File: src/rtl/ptwalk_pkg.sv
package ptwalk_pkg;

  typedef enum logic [2:0] {
    S_IDLE,
    S_READ_DIR,
    S_WAIT_DIR,
    S_READ_PTE,
    S_WAIT_PTE,
    S_DONE,
    S_FAULT
  } walkState_t;

  // strobes from control to datapath
  typedef struct packed {
    logic captureReq;
    logic captureDir;
    logic capturePte;
    logic useTableAddr;
  } walkStrobe_t;

  localparam logic LEVEL_DIR = 1'b0;
  localparam logic LEVEL_PTE = 1'b1;

endpackage

File: src/rtl/ptwalk_ctrl.sv
module ptwalk_ctrl
  import ptwalk_pkg::*;
(
  input  logic        clk,
  input  logic        rstN,
  input  logic        reqValid,
  input  logic        memRspValid,
  input  logic        rspValidBit,
  output walkStrobe_t strobe,
  output logic        busy,
  output logic        memRdValid,
  output logic        doneValid,
  output logic        faultValid,
  output logic        faultLevel
);

  walkState_t state, stateNext;
  logic       levelReg, levelNext;

  always_comb begin
    stateNext = state;
    levelNext = levelReg;
    unique case (state)
      S_IDLE:     if (reqValid) stateNext = S_READ_DIR;
      S_READ_DIR: stateNext = S_WAIT_DIR;
      S_WAIT_DIR: if (memRspValid) begin
                    if (rspValidBit) stateNext = S_READ_PTE;
                    else begin
                      stateNext = S_FAULT;
                      levelNext = LEVEL_DIR;
                    end
                  end
      S_READ_PTE: stateNext = S_WAIT_PTE;
      S_WAIT_PTE: if (memRspValid) begin
                    if (rspValidBit) stateNext = S_DONE;
                    else begin
                      stateNext = S_FAULT;
                      levelNext = LEVEL_PTE;
                    end
                  end
      S_DONE:     stateNext = S_IDLE;
      S_FAULT:    stateNext = S_IDLE;
      default:    stateNext = S_IDLE;
    endcase
  end

  always_ff @(posedge clk) begin
    if (!rstN) begin
      state    <= S_IDLE;
      levelReg <= LEVEL_DIR;
    end else begin
      state    <= stateNext;
      levelReg <= levelNext;
    end
  end

  always_comb begin
    strobe.captureReq   = (state == S_IDLE) && reqValid;
    strobe.captureDir   = (state == S_WAIT_DIR) && memRspValid;
    strobe.capturePte   = (state == S_WAIT_PTE) && memRspValid;
    strobe.useTableAddr = (state == S_READ_PTE);
  end

  assign busy       = (state != S_IDLE);
  assign memRdValid = (state == S_READ_DIR) || (state == S_READ_PTE);
  assign doneValid  = (state == S_DONE);
  assign faultValid = (state == S_FAULT);
  assign faultLevel = levelReg;

endmodule

File: src/rtl/ptwalk_dp.sv
module ptwalk_dp
  import ptwalk_pkg::*;
#(
  parameter int ADDR_W      = 32,
  parameter int PAGE_BITS   = 12,
  parameter int DIR_BITS    = 10,
  parameter int TBL_BITS    = 10,
  parameter int ENTRY_BYTES = 4,
  parameter int VALID_BIT   = 0
) (
  input  logic              clk,
  input  logic              rstN,
  input  walkStrobe_t       strobe,
  input  logic [ADDR_W-1:0] reqVaddr,
  input  logic [ADDR_W-1:0] dirBase,
  input  logic [ADDR_W-1:0] memRspData,
  output logic              rspValidBit,
  output logic [ADDR_W-1:0] memRdAddr,
  output logic [ADDR_W-1:0] donePte,
  output logic [ADDR_W-1:0] donePaddr
);

  localparam int FRAME_W  = ADDR_W - PAGE_BITS;
  localparam int ENTRY_SH = $clog2(ENTRY_BYTES);

  logic [ADDR_W-1:0]  vaReg, baseReg, pteReg;
  logic [FRAME_W-1:0] dirFrame;
  logic [DIR_BITS-1:0] dirIdx;
  logic [TBL_BITS-1:0] tblIdx;
  logic [ADDR_W-1:0]  dirEntryAddr, tblEntryAddr;

  always_ff @(posedge clk) begin
    if (!rstN) begin
      vaReg    <= '0;
      baseReg  <= '0;
      pteReg   <= '0;
      dirFrame <= '0;
    end else begin
      if (strobe.captureReq) begin
        vaReg   <= reqVaddr;
        baseReg <= dirBase;
      end
      if (strobe.captureDir) dirFrame <= memRspData[ADDR_W-1:PAGE_BITS];
      if (strobe.capturePte) pteReg   <= memRspData;
    end
  end

  assign dirIdx = vaReg[ADDR_W-1 -: DIR_BITS];
  assign tblIdx = vaReg[PAGE_BITS +: TBL_BITS];

  assign dirEntryAddr = baseReg + (ADDR_W'(dirIdx) << ENTRY_SH);
  assign tblEntryAddr = {dirFrame, {PAGE_BITS{1'b0}}} + (ADDR_W'(tblIdx) << ENTRY_SH);

  assign memRdAddr   = strobe.useTableAddr ? tblEntryAddr : dirEntryAddr;
  assign rspValidBit = memRspData[VALID_BIT];
  assign donePte     = pteReg;
  assign donePaddr   = {pteReg[ADDR_W-1:PAGE_BITS], vaReg[PAGE_BITS-1:0]};

endmodule

File: src/rtl/ptwalk_top.sv
module ptwalk_top
  import ptwalk_pkg::*;
#(
  parameter int ADDR_W      = 32,
  parameter int PAGE_BITS   = 12,
  parameter int DIR_BITS    = 10,
  parameter int TBL_BITS    = 10,
  parameter int ENTRY_BYTES = 4,
  parameter int VALID_BIT   = 0
) (
  input  logic              clk,
  input  logic              rstN,
  input  logic              reqValid,
  input  logic [ADDR_W-1:0] reqVaddr,
  input  logic [ADDR_W-1:0] dirBase,
  output logic              busy,
  output logic              memRdValid,
  output logic [ADDR_W-1:0] memRdAddr,
  input  logic              memRspValid,
  input  logic [ADDR_W-1:0] memRspData,
  output logic              doneValid,
  output logic [ADDR_W-1:0] donePte,
  output logic [ADDR_W-1:0] donePaddr,
  output logic              faultValid,
  output logic              faultLevel
);

  walkStrobe_t strobe;
  logic        rspValidBit;

  ptwalk_ctrl u_ctrl (
    .clk        (clk),
    .rstN       (rstN),
    .reqValid   (reqValid),
    .memRspValid(memRspValid),
    .rspValidBit(rspValidBit),
    .strobe     (strobe),
    .busy       (busy),
    .memRdValid (memRdValid),
    .doneValid  (doneValid),
    .faultValid (faultValid),
    .faultLevel (faultLevel)
  );

  ptwalk_dp #(
    .ADDR_W     (ADDR_W),
    .PAGE_BITS  (PAGE_BITS),
    .DIR_BITS   (DIR_BITS),
    .TBL_BITS   (TBL_BITS),
    .ENTRY_BYTES(ENTRY_BYTES),
    .VALID_BIT  (VALID_BIT)
  ) u_dp (
    .clk        (clk),
    .rstN       (rstN),
    .strobe     (strobe),
    .reqVaddr   (reqVaddr),
    .dirBase    (dirBase),
    .memRspData (memRspData),
    .rspValidBit(rspValidBit),
    .memRdAddr  (memRdAddr),
    .donePte    (donePte),
    .donePaddr  (donePaddr)
  );

endmodule

File: config.mk
export PLATFORM = sky130hd
export DESIGN_NAME = ptwalk_top
export DESIGN_NICKNAME = d
export VERILOG_FILES = /design/src/rtl/ptwalk_pkg.sv /design/src/rtl/ptwalk_ctrl.sv /design/src/rtl/ptwalk_dp.sv /design/src/rtl/ptwalk_top.sv
export SDC_FILE = /design/constraint.sdc
export NUM_CORES = 1
export LEC_CHECK = 0
export ABC_AREA = 1
export BUFFER_PORTS_ARGS = -buffer_cell sky130_fd_sc_hd__buf_2
export CORE_ASPECT_RATIO = 0.9
export CORE_UTILIZATION = 30
export DETAILED_ROUTE_END_ITERATION = 8
export SYNTH_ARGS = -nofsm -noshare
export SYNTH_HDL_FRONTEND = slang
export SYNTH_SLANG_ARGS = --single-unit
File: constraint.sdc
create_clock -name clk -period 6 [get_ports clk]
set_input_delay 1.2 -clock clk [delete_from_list [all_inputs] [get_ports clk]]
set_output_delay 1.2 -clock clk [all_outputs]
set_load 0.02 [all_outputs]
Word level (Yosys, flattened, before mapping)
Cells that the tools add are included.
Widths: inputs -> output; s select.

word-level totals
  bits in registers = 120
  RAM bits = 0
  ROM bits = 0
  latch bits = 0
  memories kept = 0
  output and inout bits = 101
  logic and storage cells = 40
  input port bits = 100

operators by class
  bitwise logic cells = 0
  reductions and logical operators = 9
  multiply operators = 0
  shift-type cells = 0
  multiplexer cells = 12
  divide/modulo/power cells = 0
  $lt $le $gt $ge = 0
  add/sub/neg operators = 2
  equality and inequality tests = 11

operator list
  operator            number
  $add 32x12->32      2
  $mux 32             1
  $pmux 3 s5          1
  $mux 3              4
  $ne 2x2->1 const B  5
  $eq 3x3->1 const B  3
  $eq 3x2->1 const B  2
  $reduce_and 5->1    1
  $mux 1              4
  $eq 3x1->1 const B  1
  $logic_and 1x1->1   3
  $logic_not 3->1     1
  $reduce_and 3->1    1
  $reduce_bool 3->1   1
  $mux 2              1
  $pmux 1 s2          1
  $reduce_bool 2->1   1
  $logic_or 1x1->1    1

Longest topological paths before layout
  depth after elaboration = 3
  mapped depth = 13
  depth with buffers taken out = 13

Hierarchy
A second synthesis with hierarchy kept.

unflattened totals
  cells, all modules = 932
  area, all modules = 6087.1 um^2

modules (own cells, without submodules)
  module       cells each  sequential area each (um^2)  instances  area an instance (um^2)
  ptwalk_dp    887         2322.2                       1          5813.1
  ptwalk_ctrl  45          80.1                         1          274.0

Worst setup path before layout
OpenSTA, ideal clock, no wires.

  path kind = reg-to-output
  from = reg u_dp.baseReg[2]
  to = out memRdAddr[10]
  slack = 2887 ps
  buffers on the path = 0
  data arrival time = 1913 ps
  data required time = 4800 ps
  cell stages (with the launch flop) = 9
  cells stage by stage = dfxtp_1 ha_1 fa_1 nand3_1 nand3_1 nand2_1 nand2_1 xnor2_1 o21ai_0

on the way
  longest elaborated chain between the ends = 2

RTL lines
  what                      RTL line          text
  start: declaration        ptwalk_dp.sv:26   logic [ADDR_W-1:0] vaReg, baseReg, pteReg;
  start signal: assignment  ptwalk_dp.sv:41   baseReg <= dirBase;
  $add 32x12->32            ptwalk_dp.sv:51   assign dirEntryAddr = baseReg + (ADDR_W'(dirIdx) << ENTRY_SH);
  $mux 32                   ptwalk_dp.sv:54   assign memRdAddr = strobe.useTableAddr ? tblEntryAddr : dirEntryAddr;
  end: declaration          ptwalk_top.sv:18  output logic [ADDR_W-1:0] memRdAddr,

No other way between the ends.

Worst setup path in the final report
Same ends and word-level chain as after synthesis.

==> reports/results.tsv <==
metric	value	unit
status	finished, violations left	
failing checks	design-rule violations	
VDD IR max	0.3886	mV
Finish-stage setup viols	0	
final std cell area, no fill	0.007616	mm2
CTS root buffer	clkbuf_16	
Worst Tran Pin Value	1.024	ns
Hold Crit Class	flip-flop to flip-flop	
Synth area leader	dfxtp_1	
first-pass GRT wire length	27630	um
Final Max Tran Viols	0	
critical path fanouts, max	4	
Clock Sink Count	120	
WP data required	4.80	ns
met3 GRT Util	0.05473	
Starting Density	0.3062	
r2r worst-path depth	8	
Vias	6052	
DIE WIDTH	152.6	um
Cell Area, Placed	0.007038	mm2
sequential share of the synthesized area	0.3925	
std cell rows	49	
GRT met1 Usage	0.2133	
Clk Latency, worst-skew pair	0.42	ns
Setup crit start	u_dp.baseReg[2]$_SDFFE_PN0P_	
total negative slack	0	ns
H-Tree Depth	4	
max-cap violation count	0	
Clock Pin Slew Worst Setup and Hold Paths	0.06	ns
Final Hold Violating Endpoints	0	
vias in the first global route	5593	
antenna violations before repair	4	
critical path class	flip-flop to output port	
met2 Usage GRT	0.2655	
TritonCTS buffer count	17	
critical path launch point type	flip-flop	
dominant synthesized flop cell	dfxtp_1	
capturing element type of the critical path	output port	
skew final	0.01224	ns
die height	137.5	um
Synth Warn #	0	
PD cells	464.6	mW/mm2
Post-synth EDFFs	0	
GR Overflow Total	0	
Die ar.	0.02098	mm2
clock period minus final worst setup slack	3.740	ns
port bufs	200	
reg2reg setup slack	3.54	ns
capture point of the worst path	memRdAddr[10]	
largest net degree at the start of global routing	118	
ys async rst share	0	
DP HPWL	12670	um
FMAX	0.2673	GHz
syn avg cell area	6.704	um2
Detailed Route WL	17550	um
CTS resizes	0	
Synth area leaders	dfxtp_1 39%, nand2_1 9.4%, o21ai_0 9.2%, nor2_1 8.3%, inv_1 6.8%	
Residual DRC	10	
DR vias/cell	4.547	
Rel. slew slack	0.3176	
fin crit share	0.6234	
Layout Nets	1172	
layout cell share with drive strength beyond 1	0.2393	
RSZ-0062 raised after global routing	no	
Clock Path Buffers	2	
GRT Max-Usage Layer	met2	
Synth-to-Final Area Change	24.43	%
# IOs	201	
post-synth design cell area	0.006121	mm2
DRT iter0 DRCs	381	
worst path arrival time	2.54	ns
r2r startpoint	u_ctrl.state[0]$_SDFFE_PN0P_	
Routability Congestion	0.8539	
post-synth top area share	0.3925	
hold_buf cts	0	
Synth Instances	913	
synthesized net count	1024	
CTS tree	built	
static leakage	0.003797	uW
Worst R2R End	u_dp.donePte[0]$_SDFFE_PN0P_	
DR WL/cell	13.18	um
Tot GR Track Use	0.1683	
Antenna Nets Post-Route	0	
area of the core	0.01999	mm2
drt first pass iters	9	
synth unique cells	31	
synthesized flop and latch total	120	
fillcell total	2163	
Post-CTS Setup Inserts	0	
## logic make-up (layout without fill, tap and decap cells)
logic type                 Yosys count  in the layout  synth area share
and+or+nand+nor                    378            378            0.2580
AOI/OAI and AO/OA                  208            208            0.1717
buffers and inverters              187            348            0.1413
DFF                                120            120            0.3925
adders and majority gates           11             11           0.02371
xor gates and xnor gates             9              9           0.01288
other                                0              2                 0
## stage by stage
step | cells | worst slack [ns] | util | hold WS (ns) | power, uW
after CTS | 1329 | 2.245 | 0.3808 | 0.4460 | 3578
after global placement | 1297 | 2.720 | 0.3521 | 0.4289 | 2572
after detailed placement | 1297 | 2.698 | 0.3521 | 0.4360 | 2574
after global routing | 1329 | 2.061 | 0.3808 | 0.4591 | 3797
after floorplan | 913 | 2.887 | - | 0.4237 | 2194
final | 1331 | 2.260 | 0.3811 | 0.4419 | 3539
## placed cells by master (no fill, tap or decap), types with 2 or more instances in the layout
| cell | instances |
|---|---|
| ha_1 | 10 |
| buf_4 | 4 |
| nor2_1 | 136 |
| nand3_2 | 3 |
| buf_2 | 199 |
| xnor2_1 | 7 |
| clkinv_2 | 3 |
| nor3_1 | 8 |
| dfxtp_1 | 120 |
| nor2_2 | 7 |
| inv_2 | 2 |
| xor2_1 | 2 |
| nand2_2 | 6 |
| nand2_1 | 154 |
| clkinv_4 | 3 |
| clkbuf_8 | 2 |
| o21ai_0 | 113 |
| inv_1 | 111 |
| nand4_1 | 6 |
| clkbuf_16 | 17 |
| nand3_1 | 53 |
| a21oi_1 | 72 |
| diode_2 | 2 |
| clkinvlp_4 | 3 |
| o21ai_1 | 17 |
| inv_6 | 3 |
| a31oi_1 | 3 |
## cells in the mapped netlist (all sizes together) (2+ instances only)
library cell    n
nand2         160
nor3            8
nor2          144
a21oi          72
nand3          57
ha             10
xnor2           7
and2            2
dfxtp         120
clkbuf         14
nand4           6
xor2            2
buf            60
inv           113
a31oi           3
o21ai         130
## final cells by class
type                       count  area (um2)  area share
tap                          255       319.1     0.04189
timing repair buffer         203        1026      0.1347
sequential                   120        2402      0.3154
multi-input combinational    606        2867      0.3764
clock inverter                13       120.1     0.01577
antenna                        2       5.005   0.0006571
clock buffer                  19       452.9     0.05947
inverter                     113       424.2     0.05569
## worst max-delay path, cell delays in order (launching register included)
cell	delay [ns]
dfxtp_1	0.31
ha_1	0.25
fa_1	0.44
nand3_1	0.11
nand3_1	0.17
nand2_1	0.10
nand2_1	0.10
xnor2_1	0.32
o21ai_0	0.13
buf_2	0.18
## worst min-delay path by stage
stage	start	endpoint	slack, ns	cells after the start
6_report	u_dp.vaReg[5]$_SDFFE_PN0P_	u_dp.vaReg[5]$_SDFFE_PN0P_	0.44	2
5_1_grt	u_dp.vaReg[0]$_SDFFE_PN0P_	u_dp.vaReg[0]$_SDFFE_PN0P_	0.46	2
4_1_cts	u_dp.vaReg[0]$_SDFFE_PN0P_	u_dp.vaReg[0]$_SDFFE_PN0P_	0.45	2
3_5_place_dp	u_dp.vaReg[0]$_SDFFE_PN0P_	u_dp.vaReg[0]$_SDFFE_PN0P_	0.44	2
3_3_place_gp	u_dp.vaReg[2]$_SDFFE_PN0P_	u_dp.vaReg[2]$_SDFFE_PN0P_	0.43	2
2_1_floorplan	u_dp.vaReg[16]$_SDFFE_PN0P_	u_dp.vaReg[16]$_SDFFE_PN0P_	0.42	2
## report_power, final
group | internal, uW | total (uW) | switching (uW)
clock | 594 | 986 | 392
combinational | 438 | 1370 | 933
sequential | 1020 | 1180 | 158
## per-layer routing
metal	share of wire	vias up	routed length, um
met1	0.47	2695	8207
met5	0.00068	-	12
met2	0.45	150	7926
li1	-	3182	-
met3	0.064	23	1115
met4	0.016	2	286
## flip-flops by register name (all words and copies together), names as in the netlist
signal / cells
u_dp.vaReg: 32
u_dp.dirFrame: 20
u_dp.donePte: 32
u_ctrl.state: 3
u_dp.baseReg: 32
u_ctrl.faultLevel: 1
Note: power is estimated with default switching activity, not from simulation.
